$ cat src/rtl/pinmode_pkg.sv
// Package: shared constants and types for the drive-mode I/O port.
// Assumes a register bus of at most eight addresses; unmapped ones read 0.
package pinmode_pkg;

    localparam int PORT_W = 8;
    localparam int ADDR_W = 3;

    // Register addresses.
    localparam int A_DATA  = 0;
    localparam int A_MODE0 = 1;
    localparam int A_MODE1 = 2;
    localparam int A_MODE2 = 3;
    localparam int A_GSEL  = 4;

    // Three-bit drive-mode codes, {bit2, bit1, bit0}.
    typedef enum logic [2:0] {
        MODE_PULL_DN = 3'b000,
        MODE_STRONG  = 3'b001,
        MODE_HIZ_DIG = 3'b010,
        MODE_PULL_UP = 3'b011,
        MODE_OD_HI   = 3'b100,
        MODE_SLOW    = 3'b101,
        MODE_HIZ_ANA = 3'b110,
        MODE_OD_LO   = 3'b111
    } drv_mode_e;

    localparam logic [2:0] RESET_MODE = MODE_HIZ_ANA;

    // Per-pin pad controls.
    typedef struct packed {
        logic slow;
        logic in_en;
        logic pull_dn;
        logic pull_up;
        logic drv_lo;
        logic drv_hi;
    } pad_ctl_t;

endpackage

$ cat src/rtl/pinmode_sync.sv
// Module: multi-stage synchronizer for the pad input levels.
// Assumes pad inputs are asynchronous to clk; STAGES is at least 2.
module pinmode_sync #(
    parameter int W      = 8,
    parameter int STAGES = 2
) (
    input  logic         clk,
    input  logic         rst_n,
    input  logic [W-1:0] async_in,
    output logic [W-1:0] sync_out
);

    localparam int LAST = STAGES - 1;

    logic [W-1:0] stage_q [STAGES];

    // Shift pad levels through the flop chain.
    always_ff @(posedge clk) begin
        if (!rst_n) begin
            for (int s = 0; s < STAGES; s++) stage_q[s] <= '0;
        end else begin
            stage_q[0] <= async_in;
            for (int s = 1; s < STAGES; s++) stage_q[s] <= stage_q[s-1];
        end
    end

    assign sync_out = stage_q[LAST];

endmodule

$ cat src/rtl/pinmode_regs.sv
// Module: register file and read path of the port.
// Holds the output latch, three mode-bit registers and the select register.
// Assumes pin_level is already synchronized and gated by the input buffer.
module pinmode_regs
    import pinmode_pkg::*;
#(
    parameter int W  = PORT_W,
    parameter int AW = ADDR_W
) (
    input  logic          clk,
    input  logic          rst_n,
    input  logic [AW-1:0] addr,
    input  logic          we,
    input  logic [W-1:0]  wdata,
    input  logic [W-1:0]  pin_level,
    output logic [W-1:0]  rdata,
    output logic [W-1:0]  latch_q,
    output logic [W-1:0]  mode0_q,
    output logic [W-1:0]  mode1_q,
    output logic [W-1:0]  mode2_q,
    output logic [W-1:0]  gsel_q
);

    localparam logic [W-1:0] MODE0_RST = {W{RESET_MODE[0]}};
    localparam logic [W-1:0] MODE1_RST = {W{RESET_MODE[1]}};
    localparam logic [W-1:0] MODE2_RST = {W{RESET_MODE[2]}};

    logic [W-1:0] rd_mux;

    // Register writes; unmapped addresses are dropped.
    always_ff @(posedge clk) begin
        if (!rst_n) begin
            latch_q <= '0;
            mode0_q <= MODE0_RST;
            mode1_q <= MODE1_RST;
            mode2_q <= MODE2_RST;
            gsel_q  <= '0;
        end else if (we) begin
            if (addr == AW'(A_DATA))  latch_q <= wdata;
            if (addr == AW'(A_MODE0)) mode0_q <= wdata;
            if (addr == AW'(A_MODE1)) mode1_q <= wdata;
            if (addr == AW'(A_MODE2)) mode2_q <= wdata;
            if (addr == AW'(A_GSEL))  gsel_q  <= wdata;
        end
    end

    // Select read source; the data address returns pin levels.
    always_comb begin
        rd_mux = '0;
        if (addr == AW'(A_DATA))  rd_mux = pin_level;
        if (addr == AW'(A_MODE0)) rd_mux = mode0_q;
        if (addr == AW'(A_MODE1)) rd_mux = mode1_q;
        if (addr == AW'(A_MODE2)) rd_mux = mode2_q;
        if (addr == AW'(A_GSEL))  rd_mux = gsel_q;
    end

    // Register read data for one cycle of latency.
    always_ff @(posedge clk) begin
        if (!rst_n) rdata <= '0;
        else        rdata <= rd_mux;
    end

    p_reset_state_r1: assert property (@(posedge clk) disable iff (!rst_n)
        !$past(rst_n) |-> (mode0_q == MODE0_RST && mode1_q == MODE1_RST &&
                           mode2_q == MODE2_RST && latch_q == '0 && gsel_q == '0));

    p_read_latency_r8: assert property (@(posedge clk) disable iff (!rst_n)
        ($past(rst_n) && $past(addr) == AW'(A_DATA)) |-> rdata == $past(pin_level));

    p_unmapped_zero_r11: assert property (@(posedge clk) disable iff (!rst_n)
        ($past(rst_n) && $past(addr) > AW'(A_GSEL)) |-> rdata == '0);

endmodule

$ cat src/rtl/pinmode_lane.sv
// Module: decode of one pin's drive mode into pad controls and bus routing.
// Purely combinational; assumes pin_sync is the synchronized pad level.
module pinmode_lane
    import pinmode_pkg::*;
(
    input  logic [2:0] mode_code,
    input  logic       latch_bit,
    input  logic       gsel_bit,
    input  logic       gbus_out_bit,
    input  logic       pin_sync,
    output pad_ctl_t   ctl,
    output logic       read_bit,
    output logic       gbus_in_bit
);

    drv_mode_e mode;
    logic      hiz;
    logic      out_val;

    // Classify the mode and pick the output value source.
    always_comb begin
        mode    = drv_mode_e'(mode_code);
        hiz     = (mode == MODE_HIZ_DIG) || (mode == MODE_HIZ_ANA);
        out_val = (gsel_bit && !hiz) ? gbus_out_bit : latch_bit;
    end

    // Translate mode and value into drive, pull and buffer enables.
    always_comb begin
        ctl       = '0;
        ctl.in_en = (mode != MODE_HIZ_ANA);
        case (mode)
            MODE_PULL_DN: begin
                ctl.drv_hi  = out_val;
                ctl.pull_dn = !out_val;
            end
            MODE_STRONG: begin
                ctl.drv_hi = out_val;
                ctl.drv_lo = !out_val;
            end
            MODE_PULL_UP: begin
                ctl.pull_up = out_val;
                ctl.drv_lo  = !out_val;
            end
            MODE_OD_HI: ctl.drv_hi = out_val;
            MODE_SLOW: begin
                ctl.drv_hi = out_val;
                ctl.drv_lo = !out_val;
                ctl.slow   = 1'b1;
            end
            MODE_OD_LO: ctl.drv_lo = !out_val;
            default: ;
        endcase
    end

    // Gate the sampled pin by the input buffer for reads and global input.
    always_comb begin
        read_bit    = pin_sync & ctl.in_en;
        gbus_in_bit = gsel_bit & hiz & read_bit;
    end

endmodule

$ cat src/rtl/pinmode_port.sv
// Module: top of the configurable drive-mode I/O port.
// Connects register file, input synchronizer and one decode lane per pin.
// Assumes a synchronous active-low reset and a single clock domain for the bus.
module pinmode_port
    import pinmode_pkg::*;
#(
    parameter int W           = PORT_W,
    parameter int AW          = ADDR_W,
    parameter int SYNC_STAGES = 2
) (
    input  logic          clk,
    input  logic          rst_n,
    input  logic [AW-1:0] reg_addr,
    input  logic          reg_we,
    input  logic [W-1:0]  reg_wdata,
    output logic [W-1:0]  reg_rdata,
    input  logic [W-1:0]  pad_in,
    output logic [W-1:0]  pad_drv_hi,
    output logic [W-1:0]  pad_drv_lo,
    output logic [W-1:0]  pad_pull_up,
    output logic [W-1:0]  pad_pull_dn,
    output logic [W-1:0]  pad_in_en,
    output logic [W-1:0]  pad_slow,
    input  logic [W-1:0]  gbus_out,
    output logic [W-1:0]  gbus_in
);

    logic [W-1:0] latch_q, mode0_q, mode1_q, mode2_q, gsel_q;
    logic [W-1:0] pin_sync, pin_level;

    pinmode_regs #(.W(W), .AW(AW)) regs_i (
        .clk       (clk),
        .rst_n     (rst_n),
        .addr      (reg_addr),
        .we        (reg_we),
        .wdata     (reg_wdata),
        .pin_level (pin_level),
        .rdata     (reg_rdata),
        .latch_q   (latch_q),
        .mode0_q   (mode0_q),
        .mode1_q   (mode1_q),
        .mode2_q   (mode2_q),
        .gsel_q    (gsel_q)
    );

    pinmode_sync #(.W(W), .STAGES(SYNC_STAGES)) sync_i (
        .clk      (clk),
        .rst_n    (rst_n),
        .async_in (pad_in),
        .sync_out (pin_sync)
    );

    for (genvar n = 0; n < W; n++) begin : g_lane
        pad_ctl_t ctl;

        pinmode_lane lane_i (
            .mode_code    ({mode2_q[n], mode1_q[n], mode0_q[n]}),
            .latch_bit    (latch_q[n]),
            .gsel_bit     (gsel_q[n]),
            .gbus_out_bit (gbus_out[n]),
            .pin_sync     (pin_sync[n]),
            .ctl          (ctl),
            .read_bit     (pin_level[n]),
            .gbus_in_bit  (gbus_in[n])
        );

        assign pad_drv_hi[n]  = ctl.drv_hi;
        assign pad_drv_lo[n]  = ctl.drv_lo;
        assign pad_pull_up[n] = ctl.pull_up;
        assign pad_pull_dn[n] = ctl.pull_dn;
        assign pad_in_en[n]   = ctl.in_en;
        assign pad_slow[n]    = ctl.slow;
    end

    // Masks of pins by mode, derived straight from the register bits for checks.
    logic [W-1:0] hiz_mask, strong_mask;
    assign hiz_mask    = mode1_q & ~mode0_q;
    assign strong_mask = mode0_q & ~mode1_q & ~mode2_q;

    p_no_fight_r3: assert property (@(posedge clk) disable iff (!rst_n)
        (pad_drv_hi & pad_drv_lo) == '0);

    p_hiz_quiet_r6: assert property (@(posedge clk) disable iff (!rst_n)
        ((pad_drv_hi | pad_drv_lo | pad_pull_up | pad_pull_dn) & hiz_mask) == '0);

    p_gbus_out_r9: assert property (@(posedge clk) disable iff (!rst_n)
        ((gsel_q & strong_mask) & (pad_drv_hi ^ gbus_out)) == '0);

    p_gbus_in_r10: assert property (@(posedge clk) disable iff (!rst_n)
        (gbus_in & ~gsel_q) == '0);

    p_reset_pads_r1: assert property (@(posedge clk) disable iff (!rst_n)
        !$past(rst_n) |-> (pad_in_en == '0 && pad_drv_hi == '0 && pad_drv_lo == '0));

endmodule

$ cat config.mk
export PLATFORM = sky130hd
export DESIGN_NAME = pinmode_port
export DESIGN_NICKNAME = d
export VERILOG_FILES = /design/src/rtl/pinmode_pkg.sv /design/src/rtl/pinmode_sync.sv /design/src/rtl/pinmode_regs.sv /design/src/rtl/pinmode_lane.sv /design/src/rtl/pinmode_port.sv
export SDC_FILE = /design/constraint.sdc
export NUM_CORES = 1
export LEC_CHECK = 0
export ABC_AREA = 1
export BUFFER_PORTS_ARGS = -buffer_cell sky130_fd_sc_hd__buf_2
export CELL_PAD_IN_SITES_DETAIL_PLACEMENT = 0
export CELL_PAD_IN_SITES_GLOBAL_PLACEMENT = 1
export CORE_ASPECT_RATIO = 1.25
export CORE_UTILIZATION = 23
export DETAILED_ROUTE_END_ITERATION = 16
export GPL_TIMING_DRIVEN = 0
export PLACE_DENSITY = 0.56
export SETUP_SLACK_MARGIN = 0.05
export SLEW_MARGIN = 5
export SYNTH_ARGS = -nofsm -noshare
export SYNTH_HDL_FRONTEND = slang
export SYNTH_SLANG_ARGS = --single-unit
export TNS_END_PERCENT = 50
$ cat constraint.sdc
create_clock -name clk -period 3.63 [get_ports clk]
set_input_delay 0.726 -clock clk [delete_from_list [all_inputs] [get_ports clk]]
set_output_delay 0.726 -clock clk [all_outputs]
set_load 0.02 [all_outputs]
==> impl_metrics.ini, run 1 <==
[status]
status = finished, final reports clean

[yosys]
syn_area_um2 = 3055
postSynthNetCount = 484
ys_types = 18
avgSynthCellArea_um2 = 6.730
synth_seq_cells = 64
yosys_warnings = 0
ys_seq_area_frac = 0.4193
synthCells = 454

[critical_path]
end_kind = primary output
cp_max_fo = 8
setup.worst_path.start_class = register
crit_type = register to primary output
arrival_ns = 1.67
worstPathRequired_ns = 2.90

[timing]
max_freq_ghz = 0.4179
setup_viol = 0
slew_violations = 0
clock_skew_ns = 0.002372
finalHoldViolCount = 0
fin_crit_ns = 2.393
worst_pin_slew_ns = 0.7524
period_share = 0.6593
rsz0062_at_grt = false
finalSetupTns_ns = 0
slew_headroom = 0.4984

[clock_network]
cts_buffers = 9
cts_buffer_depth = 2
cts_max_level = 3
worst_skew_pair.late_latency_ns = 0.33
cts-root-buf = clkbuf_16
clock_sinks = 64
cts_tree = yes
postCtsSetupRepairBufs = 0
clk_pin_slew_worst_paths_ns = 0.05
cts_hold_buf = 0
cts_resized = 0

[floorplan]
die_w_um = 105.1
start_util = 0.2381
ioPinCount = 94
core_um2 = 12830
die-area_um2 = 13750
num_rows = 46
die_y_um = 130.9

[finish]
layout_commonest_cell = buf_2
layout-drive-gt1-share = 0.2304
fillers = 1447
final_cell_mix = buf_2 (96), nand2_1 (91), dfxtp_1 (64)
finish.net_count = 587
syn_to_final_growth_pct = 30.92
stdcell_count = 728
antenna_cells = 0

[global_route]
antenna_found_initial = 0
grt_max_degree = 11
grt_usage = 0.1544
grt_overflow = 0
grt_first_pass_wirelength_um = 15740
grt_pass1_vias = 2909

[route]
viasPerCell = 4.413
num_vias = 3213
first_iter_violations = 103
wirelength_um = 10210
route.detailed.drc = 0
wire_per_inst_um = 14.03
ant_nets = 0
first_pass_iters = 4

[placement]
dp_hpwl_um = 7210
dpl.cell_count = 714
numPortBuffers = 92
gp_congestion = 0.7549

[pwr]
pwr_density_cell_nw_per_um2 = 436.9
peakVddDrop_mv = 0.1640
p_leak_nw = 2.031

[hold_path]
hold_path_class = register to register

[flow_run]
cap_violations = 0
## critical path: stages (launching register included)
cell and delay (ns):
dfxtp_1 0.31, clkbuf_1 0.28, nand2_1 0.12, nand2_1 0.09
nand2_1 0.04, o21ai_0 0.13, inv_1 0.10, nor2_1 0.09
buf_2 0.17
## per-layer routing
metal / up-vias / wire length, um / global-route usage
li1: 1649 / - / -
met1: 1475 / 4767 / 0.1992
met4: 0 / 233 / 0.08368
met3: 15 / 389 / 0.02034
met2: 74 / 4824 / 0.2520
met5: - / 0 / 0
## where the power goes
group	leakage [nW]	switching, mW	internal (mW)
clock network	0.135	0.295	0.511
logic	1.37	0.135	0.0608
registers	0.524	0.0137	0.733
## final timing paths
kind,slack [ns],to,start,cells after the start
max,1.24,pad_pull_up[4],regs_i.mode1_q[4],8
min,0.41,sync_i.stage_q[0][12],sync_i.stage_q[0][4],2
max reg2reg,2.43,regs_i.rdata[6],regs_i.mode1_q[6],6
min reg2reg,0.41,sync_i.stage_q[0][12],sync_i.stage_q[0][4],2
## metrics by stage
stage	worst slack, ns	cell area (um^2)	total power, mW	utilization	hold slack, ns
after floorplan	1.544	3055	0.8788	-	0.3905
after global placement	1.441	3726	0.9588	0.2903	0.3979
after detailed placement	1.432	3726	0.9594	0.2903	0.3984
after CTS	1.215	4000	1.774	0.3117	0.4118
after global routing	1.006	4000	1.834	0.3117	0.4302
final	1.237	4000	1.747	0.3117	0.4083
## registers in the layout, indices dropped and copies added (netlist names)
signal and flops:
sync_i.stage_q 16, regs_i.rdata 8, regs_i.mode1_q 8, regs_i.mode2_q 8, regs_i.mode0_q 8, regs_i.gsel_q 8, regs_i.latch_q 8
## kinds of logic (layout without fill, tap and decap cells)
logic type | count (synthesis) | count (layout) | synth area share
buffers and inverters | 90 | 196 | 0.1306
AND/OR/NAND/NOR | 220 | 220 | 0.3190
AO/OA/AOI/OAI | 80 | 80 | 0.1310
flip-flops | 64 | 64 | 0.4193
## Yosys cell counts, drive strengths merged
library cell  count  area [um^2]
nand4             1        6.260
buf              16        121.4
clkbuf           13        48.80
a21oi            32        160.2
nor2             51        206.5
dfxtp            64         1281
nor3             18        112.6
nand3            57        285.3
inv              61        229.0
nand2            93        364.1
o21ai            48        240.2
## cell type report
cell class / count / area (um^2) / share of cell area
Buffer: 29 / 170.2 / 0.04254
Clock buffer: 14 / 274.0 / 0.06850
Inverter: 61 / 229.0 / 0.05724
Multi-Input combinational cell: 300 / 1375 / 0.3438
Sequential cell: 64 / 1281 / 0.3203
Tap cell: 168 / 210.2 / 0.05255
Timing Repair Buffer: 92 / 460.4 / 0.1151
Power figures use the tool's default switching activity.
==> run 2, diff against run 1 <==
Settings changed: ABC_AREA 1 to 0.
Clock period 3.63 ns to 2.2 ns, I/O delays scaled along.
==> run 2 against run 1 <==
- flip-flop and latch count unchanged
- synthesized cell count decreased by 18%
- count of clock-buffer cells in the layout decreased by 1
- clock power increased by 70%
- register-to-register slack got worse by 1.5 ns
- non-clock buffer count decreased by 3
- sequential power increased by 66%
- final cell count decreased by 11%
- largest power group unchanged
==> impl_metrics.ini, run 2 <==
[timing]
max_freq_ghz = 0.4992
setup_viol = 0
period_share = 0.9106
clock_skew_ns = 0.004655
slew_headroom = 0.3183
worst_pin_slew_ns = 1.017
slew_violations = 0
worst_hold_slack_ns = 0.3104
rsz0062_at_grt = true
finalSetupTns_ns = 0
fin_crit_ns = 2.003
finalHoldViolCount = 0
setup_ws_ns = 0.1968

[floorplan]
ioPinCount = 94
die-area_um2 = 13650
die_y_um = 130.4
die_w_um = 104.7
num_rows = 46
core_um2 = 12780
start_util = 0.2373

[finish]
syn_to_final_growth_pct = 31.90
final_cell_mix = buf_2 (96), nand2_1 (83), dfxtp_1 (64)
regMostFlops = sync_i.stage_q
layout-drive-gt1-share = 0.2646
post-route-util = 0.3130
largest_reg_flops = 16
finish.net_count = 505
final_cell_area_um2 = 3999
layout_commonest_cell = buf_2
stdcell_count = 649

[critical_path]
crit_type = register to primary output
critPathSlowestCell = dfxtp_1
cp_max_fo = 4
setup.worst_path.start_class = register
cp_num_buf_inv = 1
end_kind = primary output
arrival_ns = 1.56
cpPeakStageDelay_ns = 0.42
path_delay_family = flip-flops
crit_chain = mux2i_1 -> nor4b_1 -> buf_2
worstPathRequired_ns = 1.76

[pwr]
power.total_mw = 2.884
pwr_density_cell_nw_per_um2 = 721.3
p_leak_nw = 1.764
seqPwrFrac = 0.429
p_int_mw = 2.151
p_sw_uw = 733.0
power.share.clock = 0.474
swShare = 0.2541
peakVddDrop_mv = 0.3438
share_comb_of_total_power = 0.097

[global_route]
grt_pass1_vias = 2714
grt_first_pass_wirelength_um = 16090
antenna_found_initial = 2
grt_usage = 0.1625
grt_overflow = 0
grt_max_degree = 11

[clock_network]
clk_pin_slew_worst_paths_ns = 0.05
worst_skew_pair.late_latency_ns = 0.33
cts_hold_buf = 0
cts_buffer_depth = 2
cts_tree = yes
clock_sinks = 64
cts-root-buf = clkbuf_16
cts_max_level = 3
cts_buffers = 9

[yosys]
synth_most_common_cell = nand2_1
yosys_warnings = 0
yosys.area.top_type_share = 0.4226
postSynthNetCount = 401
avgSynthCellArea_um2 = 8.172
ys_seq_area_frac = 0.4226
synth_seq_cells = 64
synthArstFlopShare = 0
syn_area_um2 = 3032
synth_common_cells = nand2_1 (83), dfxtp_1 (64), and2_1 (27)
ys_types = 26
synth_top_cell_by_area = dfxtp_1
synthCells = 371
synth_ff_type = dfxtp_1
synth_area_leaders = dfxtp_1 (42%), nand2_1 (10%), and2_1 (5.6%), nand3_1 (4.0%), a21boi_0 (4.0%)
synth_edf_count = 0

[placement]
placed_cell_area_um2 = 3707
dpl.cell_count = 632
gp_congestion = 0.7620
pre_cts_ws_ns = -0.04982
numPortBuffers = 93
dp_hpwl_um = 7458

[route]
ant_nets = 0
first_pass_iters = 4
num_vias = 3063
route.detailed.drc = 0
wire_per_inst_um = 17.05
first_iter_violations = 131
viasPerCell = 4.720
wirelength_um = 11060

[flow_run]
cap_violations = 0

[hold_path]
hold_path_class = input pin to register

[status]
status = finished, final reports clean
run 2: area by class of cell:
type,count,area [um^2]
plain buffers,25,153.9
well taps,168,210.2
clock inverters,3,15.01
flip-flops and latches,64,1281
diodes,1,2.502
clock buffers,13,270.3
repair buffers,93,465.4
multi-input cells,274,1570
fillers,1401,8778
inverters,8,30.03
run 2: path summary, 6_finish.rpt:
| path | startpoint | cells past startpoint | to | slack (ns) |
|---|---|---|---|---|
| max reg2reg | regs_i.mode2_q[0] | 4 | regs_i.rdata[0] | 0.96 |
| max | regs_i.gsel_q[7] | 3 | pad_pull_dn[7] | 0.20 |
| min | pad_in[7] | 2 | sync_i.stage_q[0][7] | 0.31 |
| min reg2reg | sync_i.stage_q[0][2] | 1 | sync_i.stage_q[0][10] | 0.43 |
run 2: cells by family after synthesis:
kind of cell	synth area share
AO/OA/AOI/OAI	0.1684
buffers and inverters	0.06067
flip-flops	0.4226
multiplexers	0.02641
AND/OR/NAND/NOR	0.3219
run 2: power groups by stage:
stage               Clock, mW  Sequential (mW)  Combinational [mW]
floorplan                   0             1.26               0.148
detailed placement          0             1.26               0.281
CTS                      1.38             1.24               0.282
global route             1.43             1.24               0.303
global placement            0             1.26               0.278
finish                   1.37             1.24               0.280
run 2: repair_timing:
action,in CTS,in global routing
buffers inserted,0,0
resized for setup,0,1
endpoints found under the hold margin,0,0
endpoints found under the setup margin,0,2
run 2: layer usage:
layer / global-route usage / vias to the layer above / part of all wire
met5: 0 / - / 0.0012
met4: 0.08368 / 2 / 0.027
met3: 0.02098 / 23 / 0.040
met2: 0.2731 / 92 / 0.48
met1: 0.2051 / 1444 / 0.45
li1: - / 1502 / -
